===== src/rtl/pgx_pkg.sv =====
package pgx_pkg;
    localparam int PG_VA_W  = 20;
    localparam int PG_OFF_W = 14;
    localparam int PG_PPN_W = 4;
    localparam int PG_VPN_W = PG_VA_W - PG_OFF_W;

    typedef enum logic [1:0] {
        XL_IDLE  = 2'd0,
        XL_EVICT = 2'd1,
        XL_WAIT  = 2'd2
    } xl_state_e;
endpackage


===== src/rtl/pgx_table.sv =====
module pgx_table #(
    parameter int VPN_W = 6,
    parameter int PPN_W = 4
) (
    input  logic             clk,
    input  logic             rst,
    input  logic [VPN_W-1:0] rd_vpn,
    output logic             rd_valid,
    output logic [PPN_W-1:0] rd_ppn,
    input  logic [PPN_W-1:0] own_frame,
    output logic             own_valid,
    output logic [VPN_W-1:0] own_vpn,
    input  logic             wr_en,
    input  logic [VPN_W-1:0] wr_vpn,
    input  logic [PPN_W-1:0] wr_ppn,
    input  logic             kill_en,
    input  logic [PPN_W-1:0] kill_frame
);
    localparam int ENTRIES = 1 << VPN_W;
    localparam int FRAMES  = 1 << PPN_W;

    logic             ent_vld [ENTRIES];
    logic [PPN_W-1:0] ent_ppn [ENTRIES];
    logic             frm_vld [FRAMES];
    logic [VPN_W-1:0] frm_vpn [FRAMES];

    assign rd_valid  = ent_vld[rd_vpn];
    assign rd_ppn    = ent_ppn[rd_vpn];
    assign own_valid = frm_vld[own_frame];
    assign own_vpn   = frm_vpn[own_frame];

    always_ff @(posedge clk) begin
        if (rst) begin
            for (int i = 0; i < ENTRIES; i++) ent_vld[i] <= 1'b0;
            for (int j = 0; j < FRAMES; j++)  frm_vld[j] <= 1'b0;
        end else if (wr_en) begin
            ent_vld[wr_vpn] <= 1'b1;
            frm_vld[wr_ppn] <= 1'b1;
        end else if (kill_en) begin
            if (frm_vld[kill_frame]) ent_vld[frm_vpn[kill_frame]] <= 1'b0;
            frm_vld[kill_frame] <= 1'b0;
        end
    end

    always_ff @(posedge clk) begin
        if (wr_en) begin
            ent_ppn[wr_vpn] <= wr_ppn;
            frm_vpn[wr_ppn] <= wr_vpn;
        end
    end
endmodule


===== src/rtl/pgx_lru.sv =====
module pgx_lru #(
    parameter int PPN_W = 4
) (
    input  logic              clk,
    input  logic              rst,
    input  logic              touch_en,
    input  logic [PPN_W-1:0]  touch_frame,
    output logic [PPN_W-1:0]  victim,
    output logic [(1<<PPN_W)-1:0] oldest_hot
);
    localparam int FRAMES = 1 << PPN_W;
    localparam logic [PPN_W-1:0] AGE_MAX = PPN_W'(FRAMES - 1);

    logic [PPN_W-1:0] age [FRAMES];
    logic [PPN_W-1:0] touched_age;

    assign touched_age = age[touch_frame];

    generate
        for (genvar g = 0; g < FRAMES; g++) begin : g_age
            assign oldest_hot[g] = (age[g] == AGE_MAX);
            always_ff @(posedge clk) begin
                if (rst) begin
                    age[g] <= PPN_W'(g);
                end else if (touch_en) begin
                    if (touch_frame == PPN_W'(g))
                        age[g] <= '0;
                    else if (age[g] < touched_age)
                        age[g] <= age[g] + 1'b1;
                end
            end
        end
    endgenerate

    always_comb begin
        victim = '0;
        for (int i = 0; i < FRAMES; i++) begin
            if (oldest_hot[i]) victim = PPN_W'(i);
        end
    end
endmodule


===== src/rtl/pgx_ctrl.sv =====
module pgx_ctrl
    import pgx_pkg::*;
#(
    parameter int VA_W  = 20,
    parameter int OFF_W = 14,
    parameter int PPN_W = 4
) (
    input  logic                   clk,
    input  logic                   rst,
    input  logic                   req_valid,
    input  logic [VA_W-1:0]        req_va,
    output logic                   req_ready,
    output logic                   rsp_valid,
    output logic                   rsp_fault,
    output logic [OFF_W+PPN_W-1:0] rsp_pa,
    output logic                   vic_valid,
    output logic [PPN_W-1:0]       vic_ppn,
    output logic [VA_W-OFF_W-1:0]  vic_vpn,
    output logic                   vic_owned,
    input  logic                   load_done,
    input  logic                   pre_we,
    input  logic [VA_W-OFF_W-1:0]  pre_vpn,
    input  logic [PPN_W-1:0]       pre_ppn,
    // table side
    output logic [VA_W-OFF_W-1:0]  tb_rd_vpn,
    input  logic                   tb_rd_valid,
    input  logic [PPN_W-1:0]       tb_rd_ppn,
    input  logic                   tb_own_valid,
    input  logic [VA_W-OFF_W-1:0]  tb_own_vpn,
    output logic                   tb_wr_en,
    output logic [VA_W-OFF_W-1:0]  tb_wr_vpn,
    output logic [PPN_W-1:0]       tb_wr_ppn,
    output logic                   tb_kill_en,
    // replacement side
    input  logic [PPN_W-1:0]       lru_victim,
    output logic                   lru_touch_en,
    output logic [PPN_W-1:0]       lru_touch_frame
);
    localparam int VPN_W = VA_W - OFF_W;
    localparam int PA_W  = OFF_W + PPN_W;

    typedef struct packed {
        logic [VPN_W-1:0] vpn;
        logic [PPN_W-1:0] frame;
        logic [VPN_W-1:0] owner;
        logic             owned;
    } fault_rec_t;

    xl_state_e  state;
    fault_rec_t frec;
    logic       accept;
    logic       hit;
    logic       install;

    assign req_ready = (state == XL_IDLE) && !pre_we;
    assign accept    = req_valid && req_ready;
    assign tb_rd_vpn = req_va[VA_W-1:OFF_W];
    assign hit       = tb_rd_valid;
    assign install   = (state == XL_WAIT) && load_done;

    assign tb_wr_en  = ((state == XL_IDLE) && pre_we) || install;
    assign tb_wr_vpn = install ? frec.vpn : pre_vpn;
    assign tb_wr_ppn = install ? frec.frame : pre_ppn;
    assign tb_kill_en = (state == XL_EVICT);

    assign lru_touch_en    = (accept && hit) || tb_wr_en;
    assign lru_touch_frame = (accept && hit) ? tb_rd_ppn : tb_wr_ppn;

    assign vic_valid = (state == XL_WAIT);
    assign vic_ppn   = frec.frame;
    assign vic_vpn   = frec.owner;
    assign vic_owned = frec.owned;

    always_ff @(posedge clk) begin
        if (rst) begin
            state     <= XL_IDLE;
            frec      <= '0;
            rsp_valid <= 1'b0;
            rsp_fault <= 1'b0;
            rsp_pa    <= '0;
        end else begin
            rsp_valid <= accept;
            rsp_fault <= accept && !hit;
            rsp_pa    <= (accept && hit) ? {tb_rd_ppn, req_va[OFF_W-1:0]} : PA_W'(0);
            unique case (state)
                XL_IDLE: begin
                    if (accept && !hit) begin
                        state      <= XL_EVICT;
                        frec.vpn   <= tb_rd_vpn;
                        frec.frame <= lru_victim;
                        frec.owner <= tb_own_vpn;
                        frec.owned <= tb_own_valid;
                    end
                end
                XL_EVICT: state <= XL_WAIT;
                XL_WAIT:  if (load_done) state <= XL_IDLE;
                default:  state <= XL_IDLE;
            endcase
        end
    end
endmodule


===== src/rtl/vpage_xlate.sv =====
module vpage_xlate #(
    parameter int VA_W  = pgx_pkg::PG_VA_W,
    parameter int OFF_W = pgx_pkg::PG_OFF_W,
    parameter int PPN_W = pgx_pkg::PG_PPN_W
) (
    input  logic                   clk,
    input  logic                   rst,
    input  logic                   req_valid,
    input  logic [VA_W-1:0]        req_va,
    output logic                   req_ready,
    output logic                   rsp_valid,
    output logic                   rsp_fault,
    output logic [OFF_W+PPN_W-1:0] rsp_pa,
    output logic                   vic_valid,
    output logic [PPN_W-1:0]       vic_ppn,
    output logic [VA_W-OFF_W-1:0]  vic_vpn,
    output logic                   vic_owned,
    input  logic                   load_done,
    input  logic                   pre_we,
    input  logic [VA_W-OFF_W-1:0]  pre_vpn,
    input  logic [PPN_W-1:0]       pre_ppn
);
    localparam int VPN_W  = VA_W - OFF_W;
    localparam int FRAMES = 1 << PPN_W;

    logic [VPN_W-1:0]  rd_vpn;
    logic              rd_valid;
    logic [PPN_W-1:0]  rd_ppn;
    logic              own_valid;
    logic [VPN_W-1:0]  own_vpn;
    logic              wr_en;
    logic [VPN_W-1:0]  wr_vpn;
    logic [PPN_W-1:0]  wr_ppn;
    logic              kill_en;
    logic [PPN_W-1:0]  lru_victim;
    logic              touch_en;
    logic [PPN_W-1:0]  touch_frame;
    logic [FRAMES-1:0] oldest_hot;

    pgx_table #(.VPN_W(VPN_W), .PPN_W(PPN_W)) u_table (
        .clk(clk), .rst(rst),
        .rd_vpn(rd_vpn), .rd_valid(rd_valid), .rd_ppn(rd_ppn),
        .own_frame(lru_victim), .own_valid(own_valid), .own_vpn(own_vpn),
        .wr_en(wr_en), .wr_vpn(wr_vpn), .wr_ppn(wr_ppn),
        .kill_en(kill_en), .kill_frame(vic_ppn)
    );

    pgx_lru #(.PPN_W(PPN_W)) u_lru (
        .clk(clk), .rst(rst),
        .touch_en(touch_en), .touch_frame(touch_frame),
        .victim(lru_victim), .oldest_hot(oldest_hot)
    );

    pgx_ctrl #(.VA_W(VA_W), .OFF_W(OFF_W), .PPN_W(PPN_W)) u_ctrl (
        .clk(clk), .rst(rst),
        .req_valid(req_valid), .req_va(req_va), .req_ready(req_ready),
        .rsp_valid(rsp_valid), .rsp_fault(rsp_fault), .rsp_pa(rsp_pa),
        .vic_valid(vic_valid), .vic_ppn(vic_ppn), .vic_vpn(vic_vpn),
        .vic_owned(vic_owned), .load_done(load_done),
        .pre_we(pre_we), .pre_vpn(pre_vpn), .pre_ppn(pre_ppn),
        .tb_rd_vpn(rd_vpn), .tb_rd_valid(rd_valid), .tb_rd_ppn(rd_ppn),
        .tb_own_valid(own_valid), .tb_own_vpn(own_vpn),
        .tb_wr_en(wr_en), .tb_wr_vpn(wr_vpn), .tb_wr_ppn(wr_ppn),
        .tb_kill_en(kill_en),
        .lru_victim(lru_victim), .lru_touch_en(touch_en),
        .lru_touch_frame(touch_frame)
    );
endmodule


===== config.mk =====
export PLATFORM = sky130hd
export DESIGN_NAME = vpage_xlate
export DESIGN_NICKNAME = d
export VERILOG_FILES = /design/src/rtl/pgx_pkg.sv /design/src/rtl/pgx_table.sv /design/src/rtl/pgx_lru.sv /design/src/rtl/pgx_ctrl.sv /design/src/rtl/vpage_xlate.sv
export SDC_FILE = /design/constraint.sdc
export NUM_CORES = 1
export LEC_CHECK = 0
export CORE_MARGIN = 8
export CORE_UTILIZATION = 60
export CTS_CLUSTER_SIZE = 25
export DETAILED_ROUTE_END_ITERATION = 16
export DONT_BUFFER_PORTS = 1
export PLACE_DENSITY = 0.76
export SETUP_SLACK_MARGIN = 0.5
export SYNTH_ARGS = -nofsm -noshare
export SYNTH_HDL_FRONTEND = slang
export SYNTH_SLANG_ARGS = --single-unit

===== constraint.sdc =====
create_clock -name clk -period 10.65 [get_ports clk]
set_input_delay 2.13 -clock clk [delete_from_list [all_inputs] [get_ports clk]]
set_output_delay 2.13 -clock clk [all_outputs]
set_load 0.005 [all_outputs]

---- Word-level counts from Yosys, hierarchy flattened ----
Memories as Yosys holds them, arrays and structs flattened. A register that Yosys moved wholly into a read port is not among the register bits.
Index checks and enable logic that the tools add are counted.
cells by class
  mux-type cells .......................... 228
  $add $sub $neg .......................... 16
  shift-type cells ........................ 0
  eq/ne operators ......................... 34
  reduce and logical (&&, ||, !) cells .... 19
  magnitude comparators ................... 16
  div/mod/pow operators ................... 0
  $mul .................................... 0
  bitwise logic cells ..................... 33
operators with widths
  cell                                                                     number
  4-bit two-way mux                                                        48
  1-bit two-way mux                                                        168
  4-bit == test, second input constant                                     23
  4-bit by 1-bit adder with 4-bit output, second input constant            16
  4-bit less-than comparator                                               16
  1-bit OR                                                                 32
  6-bit two-way mux                                                        3
  4-bit by 3-bit == test with 1-bit output, second input constant          4
  3-bit two-way mux                                                        4
  4-bit by 2-bit == test with 1-bit output, second input constant          2
  2-bit two-way mux                                                        4
  1-bit logical AND                                                        6
  2-bit one-hot mux with 3 select lines                                    1
  4-bit by 1-bit == test with 1-bit output, second input constant          1
  4-bit zero test                                                          1
  2-bit AND reduction                                                      2
  1-bit OR reduction                                                       4
  2-bit by 1-bit == test with 1-bit output, second input constant          1
  2-bit == test, second input constant                                     1
  1-bit zero test                                                          2
  2-bit zero test                                                          1
  1-bit logical OR                                                         2
  2-bit by 1-bit inequality test with 1-bit output, second input constant  1
  2-bit inequality test, second input constant                             1
  other kinds (2)                                                          2
word-level totals
  RAM bits ................................ 496
  memories ................................ 5
  ROM bits ................................ 0
  bits of input ports ..................... 35
  logic and storage cells ................. 357
  bits in latches ......................... 0
  flip-flop bits (word level) ............. 32
memory list
  name             depth  bits a word  read ports  clocked after memory_dff  wr ports  RTL line         text
  u_table.ent_ppn  64     4            1           0                         1         pgx_table.sv:23  logic [PPN_W-1:0] ent_ppn [ENTRIES];
  u_table.frm_vpn  16     6            2           2                         1         pgx_table.sv:25  logic [VPN_W-1:0] frm_vpn [FRAMES];
  u_lru.age        16     4            17          0                         16        pgx_lru.sv:14    logic [PPN_W-1:0] age [FRAMES];
  u_table.ent_vld  64     1            1           0                         64        pgx_table.sv:22  logic ent_vld [ENTRIES];
  u_table.frm_vld  16     1            2           2                         16        pgx_table.sv:24  logic frm_vld [FRAMES];

---- Depth between registers and ports, before layout ----
An unclocked memory read counts as a cell.
  word-level depth ........................ 19
  depth in mapped cells ................... 24
  gate-level depth less buffers ........... 18

---- Hierarchy ----
From an unflattened synthesis, not the netlist that was laid out.
unflattened totals
  cells, all modules ...................... 1,809
  area, all modules ....................... 26,426.6 µm²
modules (own cells, without submodules)
  module     sequential area each (µm²)  area an instance (µm²)  cells each  times used
  pgx_table  12,972.4                    19,324.8                1,111       1
  pgx_lru    1,921.8                     5,485.3                 531         1
  pgx_ctrl   780.7                       1,616.6                 167         1

---- Worst setup path after synthesis ----
No wires, ideal clock.
  path kind ............................... input to register
  start point ............................. in req_va[14]
  end point ............................... mem u_lru.age[9][0], enable pin
  cell stages on the path ................. 20
  setup time .............................. 0.306 ns
  arrival ................................. 7.699 ns
  setup slack ............................. 2.645 ns
  required time ........................... 10.344 ns
  cells stage by stage .................... buf_6 -> buf_8 -> mux4_2 -> mux2i_1 -> nand2_1 -> and3_1 -> buf_2 -> o21ai_4 -> mux2i_1 -> buf_4 -> clkbuf_1 -> mux4_2 -> a22o_1 -> a211oi_1 -> ha_1 -> a21oi_1 -> o211ai_1 -> or3_1 -> o21bai_1 -> a211o_1
RTL lines
  item         RTL line          text
  from (decl)  vpage_xlate.sv:9  input logic [VA_W-1:0] req_va,
  to (decl)    pgx_lru.sv:14

==> impl_metrics.toml <==
[outcome]
outcome = "finished, final reports clean"

[clock_network]
insertion_delay_ps = 620
cts.clk_slew.worst_paths_ps = 70
clock_path_buffers = 3
tritoncts.num_buffers = 54
clock_sinks = 539
htreeDepth = 2
cts_tree = "yes"
postCtsSetupRepairBufs = 0
cts_hold_buf = 0
cts_resized = 0
ctsRootBufferMaster = "clkbuf_16"

[synthesis]
synth_area_per_cell_um2 = 13.9
async_reset_ff_share_pct = 0
synth_seq_cells = 539
yosys.area.top_type = "edfxtp_1"
ys.flop_type = "edfxtp_1"
synth_top_area_share_pct = 56.6
yosysSeqAreaShare_pct = 59.9
ys_warn_count = 0
netlist_area_mm2 = 0.0263
yosys-top-cells-area = "edfxtp_1 57%, mux4_2 10%, mux2i_1 4.6%"
ys_types = 72
syn_nets = 1986
synth-edff-count = 496
syn_inst = 1887

[run]
maxCapViolations = 0

[route]
postRouteAntennaNets = 0
drt_pre_antenna_iters = 6
wl_per_cell_um = 25.7
vias = 16532
drtIter0Drc = 2201
viasPerCell = 6.62
wl_mm = 64.2
route.detailed.drc = 0

[die]
die-area_mm2 = 0.0508
dieHeight_um = 225
rows = 76
chipWidth_um = 225
ioPinCount = 68
core-area_mm2 = 0.0432
start_util_pct = 61.0

[hold_path]
worstHoldStart = "u_ctrl.frec[12]"
hp-class = "reg2reg"

[finish]
post_route_cells_drive_above_1_share_pct = 14.9
final_cells = 2498
num-nets-final = 1967
final_common_cell = "edfxtp_1"
multi_input_area_mm2 = 0.00997
area_growth_pct = 8.38
layout_common_cells = "496 x edfxtp_1, 257 x nor2_1, 122 x nand2_1, 120 x mux2i_1, 120 x mux4_2"
regArea_mm2 = 0.0158
fill_cells = 3023

[timing]
fin_crit_ps = 7050
fin_skew_ps = 17.2
finalSetupViolCount = 0
setup_tns_ps = 0
tightest_slew_ps = 1280
hold_viol_final = 0
finalCritPeriodShare_pct = 66.2
final_max_slew_viol_count = 0
slew_headroom_pct = 13.5
fmax_mhz = 142
rsz0062_at_grt = "false"

[place]
place_hpwl_mm = 42.3
dp.cells = 2397
port_buffers = 0
gp_congestion = 0.883

[grt]
antenna_found_initial = 7
grt_pass1_wl_mm = 97.8
grt_pass1_vias = 16243
grt-ovfl-total = 0
grt_max_degree = 79
grt.total_usage_pct = 25.3

[critical_path]
startpoint = "req_va[14]"
crit_path_start_kind = "primary input"
cp_num_buf_inv = 1
crit_path_end_kind = "register"
cpMostUsedCell = "mux4_2"
critPathTopFamily = "compound AO/OA/AOI/OAI gates"
crit_type = "in2reg"
r2r-start = "u_ctrl.state[1]"
r2r_end = "u_lru.age[11][0]"
worstSetupPathDepth = 15
worstPathRequired_ps = 10970
r2r_slack_ps = 4210
critical_path.slowest_cell = "mux2_2"
critPathMaxFanout = 78
ff2ff_path_depth = 14
cp-endpoint = "u_lru.age[11][0]"
cp.arrival_ps = 7370
crit_chain = "mux4_2, mux2i_1, a221oi_1, and3_1, o21ai_4, mux2_2, mux4_2, a22o_1, a211oi_2, buf_4, ha_1, a21oi_1, o211ai_1, o41ai_2, a211o_1"
cpPeakStageDelay_ps = 630

[power_and_ir_drop]
p_leak_uw = 0.00977
p_per_area_mw_per_mm2 = 189
vdd_drop_max_mv = 0.156
cell families after synthesis:
logic type | synth area share, %
AO/OA/AOI/OAI | 7.91
XOR/XNOR | 1.06
adder cells (fa/ha/maj) | 3.04
buffers and inverters | 2.46
flip-flops | 59.9
multiplexers | 16.0
AND/OR/NAND/NOR | 9.67
Yosys cell counts, types with 25 or more instances:
| cell | instances |
|---|---|
| mux2_2 | 25 |
| nand2_1 | 122 |
| edfxtp_1 | 496 |
| a21o_1 | 34 |
| dfxtp_1 | 43 |
| and2_1 | 40 |
| mux2i_1 | 121 |
| o21ai_0 | 53 |
| nand3_1 | 56 |
| a21oi_1 | 76 |
| nor2_1 | 257 |
| mux4_2 | 120 |
| ha_1 | 64 |
| clkbuf_1 | 50 |
sequential cells by signal (all words and copies together) (netlist names), named ones only:
signal            count
u_ctrl.rsp_valid      1
u_ctrl.vic_vpn        6
u_ctrl.rsp_pa        18
u_table.frm_vld      16
u_ctrl.vic_owned      1
u_ctrl.state          2
u_ctrl.vic_ppn        4
u_table.ent_vld      64
u_table.frm_vpn      96
u_ctrl.rsp_fault      1
u_table.ent_ppn     256
u_ctrl.frec           6
u_lru.age            64
metal layers:
layer / vias up / track usage [%] / part of all wire, %
li1: 7236 / - / -
met5: - / 0 / 0.098
met2: 899 / 39.0 / 47
met4: 10 / 8.76 / 3.1
met3: 152 / 5.80 / 10
met1: 8235 / 35.2 / 40
metrics by stage:
stage	util (%)	hold slack [ps]	setup slack, ps	cell area, µm²	total power (µW)
final	66.1	496	3600	28500	5380
after global routing	66.1	541	3420	28500	5570
after CTS	66.1	502	3760	28500	5390
after detailed placement	61.9	483	3130	26700	3490
after global placement	61.9	471	3320	26700	3450
after floorplan	-	456	2640	26300	3250
worst min-delay path by stage:
| stage | to | cells after the start | slack, ps |
|---|---|---|---|
| after global placement | u_ctrl.frec[11] | 2 | 470 |
| after global routing | u_ctrl.frec[16] | 2 | 540 |
| after detailed placement | u_ctrl.frec[11] | 2 | 480 |
| final | u_ctrl.frec[12] | 2 | 500 |
| after CTS | u_ctrl.frec[12] | 2 | 500 |
| after floorplan | u_ctrl.frec[11] | 2 | 460 |
report_power, final:
part | internal [µW] | leakage (µW) | switching [µW] | total [µW]
Clock | 1100 | 0.000882 | 822 | 1930
Combinational | 402 | 0.00394 | 552 | 954
Sequential | 2410 | 0.00494 | 91.3 | 2500
worst min-delay path: cells and delay by family, from the launching register on:
kind / cells / cell delay, ps
muxes: 1 / 60
DFF: 1 / 320
and+or+nand+nor: 1 / 80
area by class of cell:
type                       instances  share of cell area [%]
clock inverter                    27                   0.855
timing repair buffer              22                   0.579
multi-input combinational       1226                    35.0
sequential                       539                    55.2
clock buffer                      72                    5.45
inverter                          25                   0.329
antenna                            2                  0.0175
tap                              585                    2.57
No activity file was read; power rests on OpenSTA's default activity.
